`src/rtl/updn_pkg.sv`:
```
package updn_pkg;
  typedef enum logic [1:0] {
    STEP_HOLD = 2'd0,
    STEP_UP   = 2'd1,
    STEP_DN   = 2'd2
  } step_e;
endpackage

```
`src/rtl/updn_rst_sync.sv`:
```
module updn_rst_sync (
  input  logic clk,
  input  logic rst_n_in,
  output logic rst_n_out
);
  logic [1:0] stg_q;
  logic [1:0] stg_d;

  always_comb stg_d = {stg_q[0], 1'b1};

  always_ff @(posedge clk or negedge rst_n_in) begin
    if (!rst_n_in) stg_q <= 2'b00;
    else           stg_q <= stg_d;
  end

  assign rst_n_out = stg_q[1];
endmodule

```
`src/rtl/updn_edge_sync.sv`:
```
module updn_edge_sync #(
  parameter int STAGES = 2
) (
  input  logic clk,
  input  logic rst_n,
  input  logic din,
  output logic lvl,
  output logic rise
);
  logic [STAGES-1:0] sh_q;
  logic [STAGES-1:0] sh_d;
  logic              prev_q;

  always_comb sh_d = {sh_q[STAGES-2:0], din};

  // idle level of a count input is high: reset to 1 so no false edge
  always_ff @(posedge clk or negedge rst_n) begin
    if (!rst_n) begin
      sh_q   <= '1;
      prev_q <= 1'b1;
    end else begin
      sh_q   <= sh_d;
      prev_q <= sh_q[STAGES-1];
    end
  end

  assign lvl  = sh_q[STAGES-1];
  assign rise = sh_q[STAGES-1] & ~prev_q;
endmodule

```
`src/rtl/updn_step_arb.sv`:
```
module updn_step_arb
  import updn_pkg::*;
(
  input  logic  up_lvl,
  input  logic  up_rise,
  input  logic  dn_lvl,
  input  logic  dn_rise,
  output step_e step
);
  always_comb begin
    step = STEP_HOLD;
    if (up_rise && !dn_rise && dn_lvl)      step = STEP_UP;
    else if (dn_rise && !up_rise && up_lvl) step = STEP_DN;
  end
endmodule

```
`src/rtl/updn_count_core.sv`:
```
module updn_count_core
  import updn_pkg::*;
#(
  parameter int W      = 4,
  parameter bit DECADE = 1'b1
) (
  input  logic         clk,
  input  logic         rst_n,
  input  logic         clr,
  input  logic         load_n,
  input  logic [W-1:0] data,
  input  step_e        step,
  output logic [W-1:0] cnt_q
);
  localparam logic [W-1:0] TOP = DECADE ? W'(9) : {W{1'b1}};

  logic [W-1:0] inc_v;
  logic [W-1:0] dec_v;
  logic [W-1:0] cnt_d;
  logic         cnt_en;

  generate
    if (DECADE) begin : g_dec
      always_comb begin
        if (cnt_q == TOP)                inc_v = '0;
        else if (cnt_q > TOP && cnt_q[0]) inc_v = '0;
        else                              inc_v = cnt_q + 1'b1;
        dec_v = (cnt_q == '0) ? TOP : cnt_q - 1'b1;
      end
    end else begin : g_bin
      always_comb begin
        inc_v = cnt_q + 1'b1;
        dec_v = cnt_q - 1'b1;
      end
    end
  endgenerate

  always_comb begin
    cnt_en = 1'b1;
    cnt_d  = cnt_q;
    if (clr)          cnt_d = '0;
    else if (!load_n) cnt_d = data;
    else begin
      case (step)
        STEP_UP: cnt_d = inc_v;
        STEP_DN: cnt_d = dec_v;
        default: cnt_en = 1'b0;
      endcase
    end
  end

  always_ff @(posedge clk or negedge rst_n) begin
    if (!rst_n)      cnt_q <= '0;
    else if (cnt_en) cnt_q <= cnt_d;
  end
endmodule

```
`src/rtl/updn_counter.sv`:
```
module updn_counter
  import updn_pkg::*;
#(
  parameter int W           = 4,
  parameter bit DECADE      = 1'b1,
  parameter int SYNC_STAGES = 2
) (
  input  logic         clk,
  input  logic         rst_n,
  input  logic         up_in,
  input  logic         dn_in,
  input  logic         load_n,
  input  logic         clr,
  input  logic [W-1:0] data,
  output logic [W-1:0] q,
  output logic         carry_n,
  output logic         borrow_n
);
  localparam logic [W-1:0] TOP = DECADE ? W'(9) : {W{1'b1}};

  logic         rst_sn;
  logic         up_lvl, up_rise, dn_lvl, dn_rise;
  step_e        step;
  logic [W-1:0] cnt_q;

  updn_rst_sync u_rst (
    .clk(clk), .rst_n_in(rst_n), .rst_n_out(rst_sn)
  );

  updn_edge_sync #(.STAGES(SYNC_STAGES)) u_up_sync (
    .clk(clk), .rst_n(rst_sn), .din(up_in), .lvl(up_lvl), .rise(up_rise)
  );

  updn_edge_sync #(.STAGES(SYNC_STAGES)) u_dn_sync (
    .clk(clk), .rst_n(rst_sn), .din(dn_in), .lvl(dn_lvl), .rise(dn_rise)
  );

  updn_step_arb u_arb (
    .up_lvl(up_lvl), .up_rise(up_rise),
    .dn_lvl(dn_lvl), .dn_rise(dn_rise),
    .step(step)
  );

  updn_count_core #(.W(W), .DECADE(DECADE)) u_core (
    .clk(clk), .rst_n(rst_sn), .clr(clr), .load_n(load_n),
    .data(data), .step(step), .cnt_q(cnt_q)
  );

  // clear and preset reach the output without a clock
  always_comb begin
    if (clr)          q = '0;
    else if (!load_n) q = data;
    else              q = cnt_q;
  end

  assign carry_n  = ~((q == TOP) && !up_lvl);
  assign borrow_n = ~((q == '0) && !dn_lvl);
endmodule

```
`config.mk`:
```
export PLATFORM = sky130hd
export DESIGN_NAME = updn_counter
export DESIGN_NICKNAME = d
export VERILOG_FILES = /design/src/rtl/updn_pkg.sv /design/src/rtl/updn_rst_sync.sv /design/src/rtl/updn_edge_sync.sv /design/src/rtl/updn_step_arb.sv /design/src/rtl/updn_count_core.sv /design/src/rtl/updn_counter.sv
export SDC_FILE = /design/constraint.sdc
export NUM_CORES = 1
export LEC_CHECK = 0
export ABC_AREA = 1
export CAP_MARGIN = 20
export CORE_MARGIN = 3
export CORE_UTILIZATION = 60
export CTS_CLUSTER_SIZE = 16
export DETAILED_ROUTE_END_ITERATION = 10
export DONT_BUFFER_PORTS = 1
export GPL_ROUTABILITY_DRIVEN = 0
export GPL_TIMING_DRIVEN = 0
export PLACE_DENSITY = 0.76
export REMOVE_ABC_BUFFERS = 1
export SETUP_SLACK_MARGIN = 0.4
export SLEW_MARGIN = 0
export SYNTH_ARGS = -nofsm -noshare
export SYNTH_HDL_FRONTEND = slang
export SYNTH_SLANG_ARGS = --single-unit
```
`constraint.sdc`:
```
create_clock -name clk -period 2.6 [get_ports clk]
set_input_delay 0.26 -clock clk [delete_from_list [all_inputs] [get_ports clk]]
set_output_delay 0.26 -clock clk [all_outputs]
set_load 0.005 [all_outputs]
```
==> Yosys cells after proc, flatten, opt, wreduce, memory -nomap -nowiden <==
Index checks and enable logic that the tools add are counted.
{ "totals": {"register_bits": 12, "output_inout_bits": 6, "word_cells": 48} }
{ "op_classes": {"n_addsub": 2, "n_lt_le_gt_ge": 1, "n_eq_ne": 5, "muxes": 13, "bitwise_logic": 6, "reduce_logical": 15} }
{ "op_table": {"columns": ["op", "count"], "rows": [
  ["4-bit 2-to-1 mux", 7],
  ["4-bit equality test, second input constant", 2],
  ["4-bit zero test", 2],
  ["4-bit one-hot mux with 2 select lines", 1],
  ["1-bit logical AND", 7],
  ["4-bit by 1-bit adder with 4-bit output, second input constant", 1],
  ["4-bit > comparator, second input constant", 1],
  ["1-bit zero test", 4],
  ["2-bit 2-to-1 mux", 2],
  ["4-bit by 1-bit inequality test with 1-bit output, second input constant", 1],
  ["1-bit inverter", 4],
  ["4-bit by 1-bit subtractor with 4-bit output, second input constant", 1],
  ["1-bit 2-to-1 mux", 3],
  ["1-bit bitwise AND", 2],
  ["2-bit by 1-bit equality test with 1-bit output, second input constant", 1],
  ["2-bit equality test, second input constant", 1],
  ["2-bit AND reduction", 1],
  ["2-bit OR reduction", 1]
]} }

==> Longest topological paths before layout <==
Gate-level depths: netlist (run 1).
{ "depth": {"ltp_word": 13, "mapped_depth": 10} }

==> Modules after synthesis <==
A second synthesis (run 1) with hierarchy kept.
{ "unflattened": {"hier_cells": 126, "hier_area_um2": 833.3} }
{ "by_module_without_submodules": {"columns": ["mod", "n_inst", "cells_each", "area_each_um2", "seq_area_each_um2"], "rows": [
  ["updn_count_core", 1, 76, 455.4, 100.1],
  ["updn_edge_sync", 2, 5, 88.8, 78.8],
  ["updn_counter", 1, 33, 131.4, 0.0],
  ["updn_rst_sync", 1, 3, 53.8, 50.0],
  ["updn_step_arb", 1, 4, 15.0, 0.0]
]} }

==> Worst setup path after synthesis (run 1) <==
No wires, ideal clock.
{ "synth_path": {"path_type": "register -> register", "from": "reg u_core.cnt_q[0]", "to": "reg u_core.cnt_q[3]", "setup_time_ps": 117, "t_arrival_ps": 1177, "slack_ps": 1306, "stages_incl_launch_ff": 11, "path_buffers": 0, "synth_period_minus_slack_ps": 1294, "cell_sequence": "dfrtp_1 -> inv_1 -> ha_1 -> nand2_2 -> nand2_2 -> nand2_2 -> inv_2 -> nand2_2 -> nand2_1 -> nand3_1 -> nand2_1"} }
{ "synth_via": {"elab_chain_cells": 7, "word_cells_on_any_way": 12, "cone_classes": "2 x add/sub; 1 x order compare; 1 x eq/ne; 6 x mux; 2 x reduce/logical"} }
{ "synth_rtl": {"columns": ["item", "line", "source"], "rows": [
  ["start, declared", "updn_count_core.sv:13", "output logic [W-1:0] cnt_q"],
  ["start signal, assigned", "updn_count_core.sv:54", "else if (cnt_en) cnt_q <= cnt_d;"],
  ["4-bit > comparator", "updn_count_core.sv:26", "else if (cnt_q > TOP && cnt_q[0]) inc_v = '0;"],
  ["1-bit logical AND", "updn_count_core.sv:26", null],
  ["4-bit 2-to-1 mux", "updn_count_core.sv:26", null],
  ["4-bit 2-to-1 mux", "updn_count_core.sv:25", "if (cnt_q == TOP) inc_v = '0;"],
  ["4-bit one-hot mux with 2 select lines (*)", "updn_count_core.sv:44", "case (step)"],
  ["4-bit 2-to-1 mux (*)", "updn_count_core.sv:42", "else if (!load_n) cnt_d = data;"],
  ["4-bit 2-to-1 mux (*)", "updn_count_core.sv:41", "if (clr) cnt_d = '0;"]
]} }
Mark *: on every way between the ends. The rest lies on a longest branch, timed or not.
A chain may end at the register's enable or synchronous reset.

==> Worst setup path after layout (run 1) <==
{ "layout_path": {"from": "reg u_core.cnt_q[2]", "to": "out carry_n"} }
{ "layout_via": {"elab_chain_cells": 5} }
{ "layout_rtl": {"columns": ["item", "line", "source"], "rows": [
  ["4-bit 2-to-1 mux", "updn_counter.sv:52", "else if (!load_n) q = data;"],
  ["4-bit 2-to-1 mux", "updn_counter.sv:51", "if (clr) q = '0;"],
  ["named net q[2]", "updn_counter.sv:15", "output logic [W-1:0] q,"],
  ["4-bit equality test", "updn_counter.sv:56", "assign carry_n = ~((q == TOP) && !up_lvl);"],
  ["1-bit logical AND", "updn_counter.sv:56", null],
  ["1-bit inverter", "updn_counter.sv:56", null],
  ["end, declared", "updn_counter.sv:16", "output logic carry_n,"]
]} }
The timed path passes the listed nets, and every way through them passes these cells.

==> results.md, run 1 <==
- Outcome: finished clean
- Final period utilization: between 60% and 70%
- Setup Buffers After CTS: 0
- Core Area: around 1200 µm²
- Final layout net count: ~130
- Minimum clock period after layout: 1.59 ns
- Initial Utilization: 68.1%
- EDFF count, synth: 0
- Post-Route Utilization: around three quarters
- I/O Pins: 16
- FP Rows: 12
- DR pass1 iterations: 4
- Drt drc: 0
- Register bit total from synthesis: 12
- Hold slack: between 0.15 and 0.2 ns
- RSZ-0062 raised after global routing: false
- First-pass GRT wire length: 2690 µm
- Drt wl/cell: around 12 µm
- Nature of the critical path startpoint: register
- Max Fclk: between 600 and 700 MHz
- Final hold vios: 0
- Area Growth Syn to Fin: 8.98%
- Synthesized netlist cell count: approximately 110
- Final non-filler cell total: about 130
- CP Capture Type: primary output
- Die W: 42.7 µm
- CTS clk-pin slew, worst paths: 0.07 ns
- Total routed wirelength: roughly 1500 µm
- Leading area contributor after synthesis: dfstp_2
- Clk_skew: about 0.002 ns
- Largest net degree at the start of global routing: 11
- Static Leakage: ~0.47 nW
- Syn avg cell area: ~7.3 µm²
- Final WS setup: between 1 and 1.5 ns
- Net Sw Power: approximately 0.14 mW
- Flop2flop setup slack: approximately 1.1 ns
- Synth top area share: between 10% and 20%
- Placed cells: between 100 and 150
- Die area: ~1800 µm²
- Worst-path fanout max: 7
- Grt ovf: 0
- Design Power: 0.468 mW
- Worst path arrival time: about 1.3 ns
- Clock Path Buffers: 2
- Area after DPL: approximately 810 µm²
- Seq pwr share: between 40% and 50%
- Top post-synthesis cells by count: nand2_1, inv_1, nor2_1, nand3_1
- CTS tree: yes
- Cts bufs inserted: 3
- Diode count: 0
- Die Ht: about 43 µm
- Final ANT Viol Nets: 0
- Via count: 706
- Setup tns final: 0 ns
- Worst Path Class, Setup: reg -> out
- H-tree depth: 1
- Share of power burned in the clock network: roughly 30%
- Clock latency on the worst-skew pair: roughly 0.26 ns
- Top-count cell post-synth: nand2_1
- Slew Limit Fails: 0
- Primary FF master, synth: dfstp_2
- Worst VDD drop: between 0.3 and 0.4 mV
- Internal power: 0.327 mW
- Post-DP HPWL: between 1000 and 1500 µm
- Worst EP required: around 2.3 ns
- PD cells: ~530 nW/µm²
- Synth top area cells: dfstp_2, dfrtp_1, nand2_1
- Sink Count: 12
- Post-Place Setup Slack: 1.10 ns
- Switching share of power: a little under a third
- Iter 0 DRT Violations: 18
- Overall Global Routing Usage: 19.4%
- Logic pwr share: 21.8%
- Endpoints failing setup: 0
- Max_cap viols: 0
- Worst Hold Class: reg -> async
- Number of antenna violations at the first check in global routing: 0
- Post-Syn Area: 808 µm²
- Fraction of registers with async set/reset: 100%
- Share of cells above drive strength 1: between 20 and 25%
- Number of port buffers: 0
- Root Driver: clkbuf_4
- Yosys cell types: 22
- Vias per inst: 5.39
- Reg2reg path depth: 10
- Post-synthesis sequential area ratio: between 30% and 40%
- Vias in the first global route: 632
- Yosys warning count: 0
- Final Instance Area: 881 µm²
## worst paths after layout
path                            startpoint                to
min in group clk                    load_n   u_core.cnt_q[1]
setup / recovery           u_core.cnt_q[2]           carry_n
hold reg to reg             u_rst.stg_q[1]   u_core.cnt_q[0]
hold / removal              u_rst.stg_q[1]   u_core.cnt_q[0]
setup reg to reg           u_core.cnt_q[0]   u_core.cnt_q[2]
max in group asynchronous   u_rst.stg_q[1]  u_dn_sync.prev_q
## layer usage
metal	track usage, %	routed length, µm	vias up
li1	-	-	359
met1	27.1	725	313
met3	2.12	125	2
met5	0	0	-
met2	28.4	665	32
met4	11.8	4	0
## layout make-up
type | instances | area [µm²]
multi-input cells | 80 | 422
flip-flops and latches | 12 | 308
fillers | 97 | 305
inverters | 18 | 67.6
clock buffers | 4 | 36.3
repair buffers | 3 | 30.0
well taps | 14 | 17.5
## timing repair
action | in CTS | in global routing
hold buffers | 3 | 0
gates resized for setup | 0 | 0
hold endpoints to repair | 4 | 0
## power groups by stage
stage / registers [mW] / clock network (mW) / logic [mW]
final: 0.224 / 0.142 / 0.102
after floorplan: 0.221 / 0 / 0.0816
after CTS: 0.224 / 0.149 / 0.101
after detailed placement: 0.227 / 0 / 0.0955
after global routing: 0.227 / 0.156 / 0.117
after global placement: 0.226 / 0 / 0.0931
## sequential cells by signal, summed over array words and instances, names as in the netlist
register	flops
u_dn_sync.prev_q	1
u_core.cnt_q	4
u_up_sync.prev_q	1
u_up_sync.sh_q	2
u_dn_sync.sh_q	2
u_rst.stg_q	2
## critical path: stages, from the launching register on
cell and delay, ns:
dfrtp_1 0.46, inv_2 0.13, a21oi_1 0.30, nor3_1 0.08
nand3_1 0.09
## cells in the final DEF, fill, tap and decap left out
master	count
nor2_4	1
clkbuf_4	3
o21ai_1	2
nor3_1	1
nor3_2	1
nand3_1	8
nand3_2	3
nor2_1	11
inv_2	3
dlygate4sd3_1	3
nand4_1	4
dfstp_2	6
clkbuf_8	1
inv_1	15
xor2_1	1
o21a_1	1
o21ai_2	1
dfrtp_1	6
o21ai_0	1
a21oi_1	2
ha_1	4
nand2_1	33
conb_1	1
nand2_2	5
## logic make-up after synthesis
kind of cell    share of synthesized area [%]
xor+xnor                                 1.08
compound gates                           5.11
fa+ha+maj                                6.19
flops                                    38.1
other cells                             0.464
simple gates                             39.3
buf+inv                                  9.75
No activity file was read; power rests on OpenSTA's default activity.
==> inputs of run 2 (changes only) <==
==> constraint.sdc (replaced) <==
create_clock -name clk -period 1.6 [get_ports clk]
set_input_delay 0.16 -clock clk [delete_from_list [all_inputs] [get_ports clk]]
set_output_delay 0.16 -clock clk [all_outputs]
set_load 0.005 [all_outputs]
==> results.md, run 2 (same netlist as run 1, synthesis figures left out) <==
- CP Capture Type: register
- Area Growth Syn to Fin: 32.8%
- Worst-path fanout max: 5 (-2)
- Number of port buffers: 0 (unchanged)
- Worst Hold Class: in -> reg
- FP Rows: 12 (unchanged)
- Slew Limit Fails: 0 (unchanged)
- Area of the multi-input gates: 484 µm² (+15%)
- Final Instance Area: 1070 µm² (+22%)
- Die W: 42.7 µm (unchanged)
- Nature of the critical path startpoint: register
- Cts bufs inserted: 3 (unchanged)
- Post-DP HPWL: 1140 µm (unchanged)
- Register area: 313 µm² (+1.6%)
- Iter 0 DRT Violations: 44 (+26)
- Max incr delay on CP: 0.48 ns (+0.02 ns)
- Share of cells above drive strength 1: 47.0% (+26 points)
- Largest net degree at the start of global routing: 11 (unchanged)
- Clk_skew: 0.00132 ns (-0.000673 ns)
- Sink Count: 12 (unchanged)
- Overall Global Routing Usage: 25.7% (+6.3 points)
- WP buf/inv: 2 (+1)
- RSZ-0062 raised after global routing: true
- Via count: 893 (+26%)
- DR pass1 iterations: 4 (unchanged)
- Grt ovf: 0 (unchanged)
- Number of antenna violations at the first check in global routing: 0 (unchanged)
- Placed cells: 124 (unchanged)
- CTS tree: yes
- Outcome: finished clean
- Total routed wirelength: 2310 µm (+52%)
- Number of flip-flops in the largest register: 4 (unchanged)
- H-tree depth: 1 (unchanged)
- Vias per inst: 6.12 (+13%)
- I/O Pins: 16 (unchanged)
- CTS clk-pin slew, worst paths: 0.07 ns (about the same)
- Setup tns final: 0 ns (unchanged)
- Worst EP required: 1.80 ns (-0.54 ns)
- Die area: 1820 µm² (unchanged)
- First-pass GRT wire length: 3430 µm (+27%)
- Vias in the first global route: 811 (+28%)
- Max_cap viols: 0 (unchanged)
- Critical-path cell list: buf_6 > ha_1 > nand3_2 > nand2_2 > inv_2 > nand2_2 > nand2_1 > nand3_2 > nand2_1
- PD cells: 818 nW/µm² (+54%)
- Max Fclk: slightly below 700 MHz
- Static Leakage: 0.539 nW (+15%)
- Endpoints failing setup: 0 (unchanged)
- Initial Utilization: 68.1% (unchanged)
- Final period utilization: between 90 and 100%
- Commonest cells after routing, fill and taps aside: nand2_1, buf_4, inv_1
- Core Area: 1190 µm² (unchanged)
- Most common cell after layout, fill and taps aside: nand2_1
- Minimum clock period after layout: between 1 and 1.5 ns
- Drt drc: 0 (unchanged)
- Diode count: 0 (unchanged)
- Fillers: 54 (-44%)
- Final ANT Viol Nets: 0 (unchanged)
- Top delay family on crit path: simple AND/OR/NAND/NOR gates
- Die Ht: 42.7 µm (unchanged)
- Worst VDD drop: 0.745 mV (+130%)
- Worst Path Class, Setup: reg -> reg
- Drt wl/cell: 15.8 µm (+36%)
- Final hold vios: 0 (unchanged)
- Largest Register: u_core.cnt_q
- Area after DPL: 815 µm² (unchanged)
- Root Driver: clkbuf_4
- Clock latency on the worst-skew pair: 0.27 ns (about the same)
- Final layout net count: 147 (+11%)
- CP max-delay cell: dfrtp_2
- Clock Path Buffers: 2 (unchanged)
- Final non-filler cell total: 146 (+11%)
- Worst path arrival time: 1.67 ns (+0.34 ns)
-- run 2: power by group --
part           total, mW  switching, mW  internal, mW  leakage [nW]
Sequential         0.359         0.0273         0.332         0.133
Combinational      0.286          0.164         0.122         0.385
Clock              0.233         0.0948         0.138        0.0210
-- run 2: path summary, 6_finish.rpt --
path	slack (ns)	endpoint	depth (start not counted)	from
worst max-delay path	0.14	u_core.cnt_q[3]	9	u_core.cnt_q[0]
worst min-delay path	0.08	u_core.cnt_q[2]	3	load_n
worst max register to register	0.14	u_core.cnt_q[3]	9	u_core.cnt_q[0]
worst min register to register	0.16	u_core.cnt_q[3]	0	u_rst.stg_q[1]
max in group asynchronous	1.14	u_dn_sync.prev_q	0	u_rst.stg_q[1]
min in group asynchronous	0.11	u_rst.stg_q[0]	1	rst_n
-- run 2: through the flow --
| step | power (mW) | setup slack, ns | util, % | hold WS, ns |
|---|---|---|---|---|
| after CTS | 0.819 | 0.248 | 82.9 | 0.0484 |
| after floorplan | 0.491 | 0.306 | - | -0.136 |
| after global routing | 0.916 | 0.123 | 90.5 | 0.0825 |
| final | 0.879 | 0.137 | 90.5 | 0.0764 |
| after detailed placement | 0.525 | 0.104 | 68.7 | -0.136 |
| after global placement | 0.519 | 0.133 | 68.7 | -0.136 |
-- run 2: repair_timing --
action / CTS / global route
setup endpoints to repair: 8 / 7
pin swaps: 2 / 10
buffers inserted: 11 / 4
hold buffers: 3 / 0
hold endpoints to repair: 4 / 0
gates resized for setup: 12 / 18
-- run 2: worst reg2reg max path: stages, from the launching register on --
cell and delay [ns]:
dfrtp_2 0.48, buf_6 0.15, ha_1 0.20, nand3_2 0.11, nand2_2 0.08, inv_2 0.07
nand2_2 0.05, nand2_1 0.09, nand3_2 0.11, nand2_1 0.08
-- run 2: final cells by class --
type	instances	area share, %
multi-input cells	80	45.1
inverters	18	6.76
flip-flops and latches	12	29.1
repair buffers	18	14.0
clock buffers	4	3.38
well taps	14	1.63
-- run 2: routing by layer --
metal / global-route usage, % / vias to the layer above / share of wire [%]
li1: - / 388 / -
met1: 29.6 / 403 / 37
met2: 39.8 / 82 / 43
met3: 4.24 / 20 / 14
met4: 23.6 / 0 / 6.1
met5: 0 / - / 0
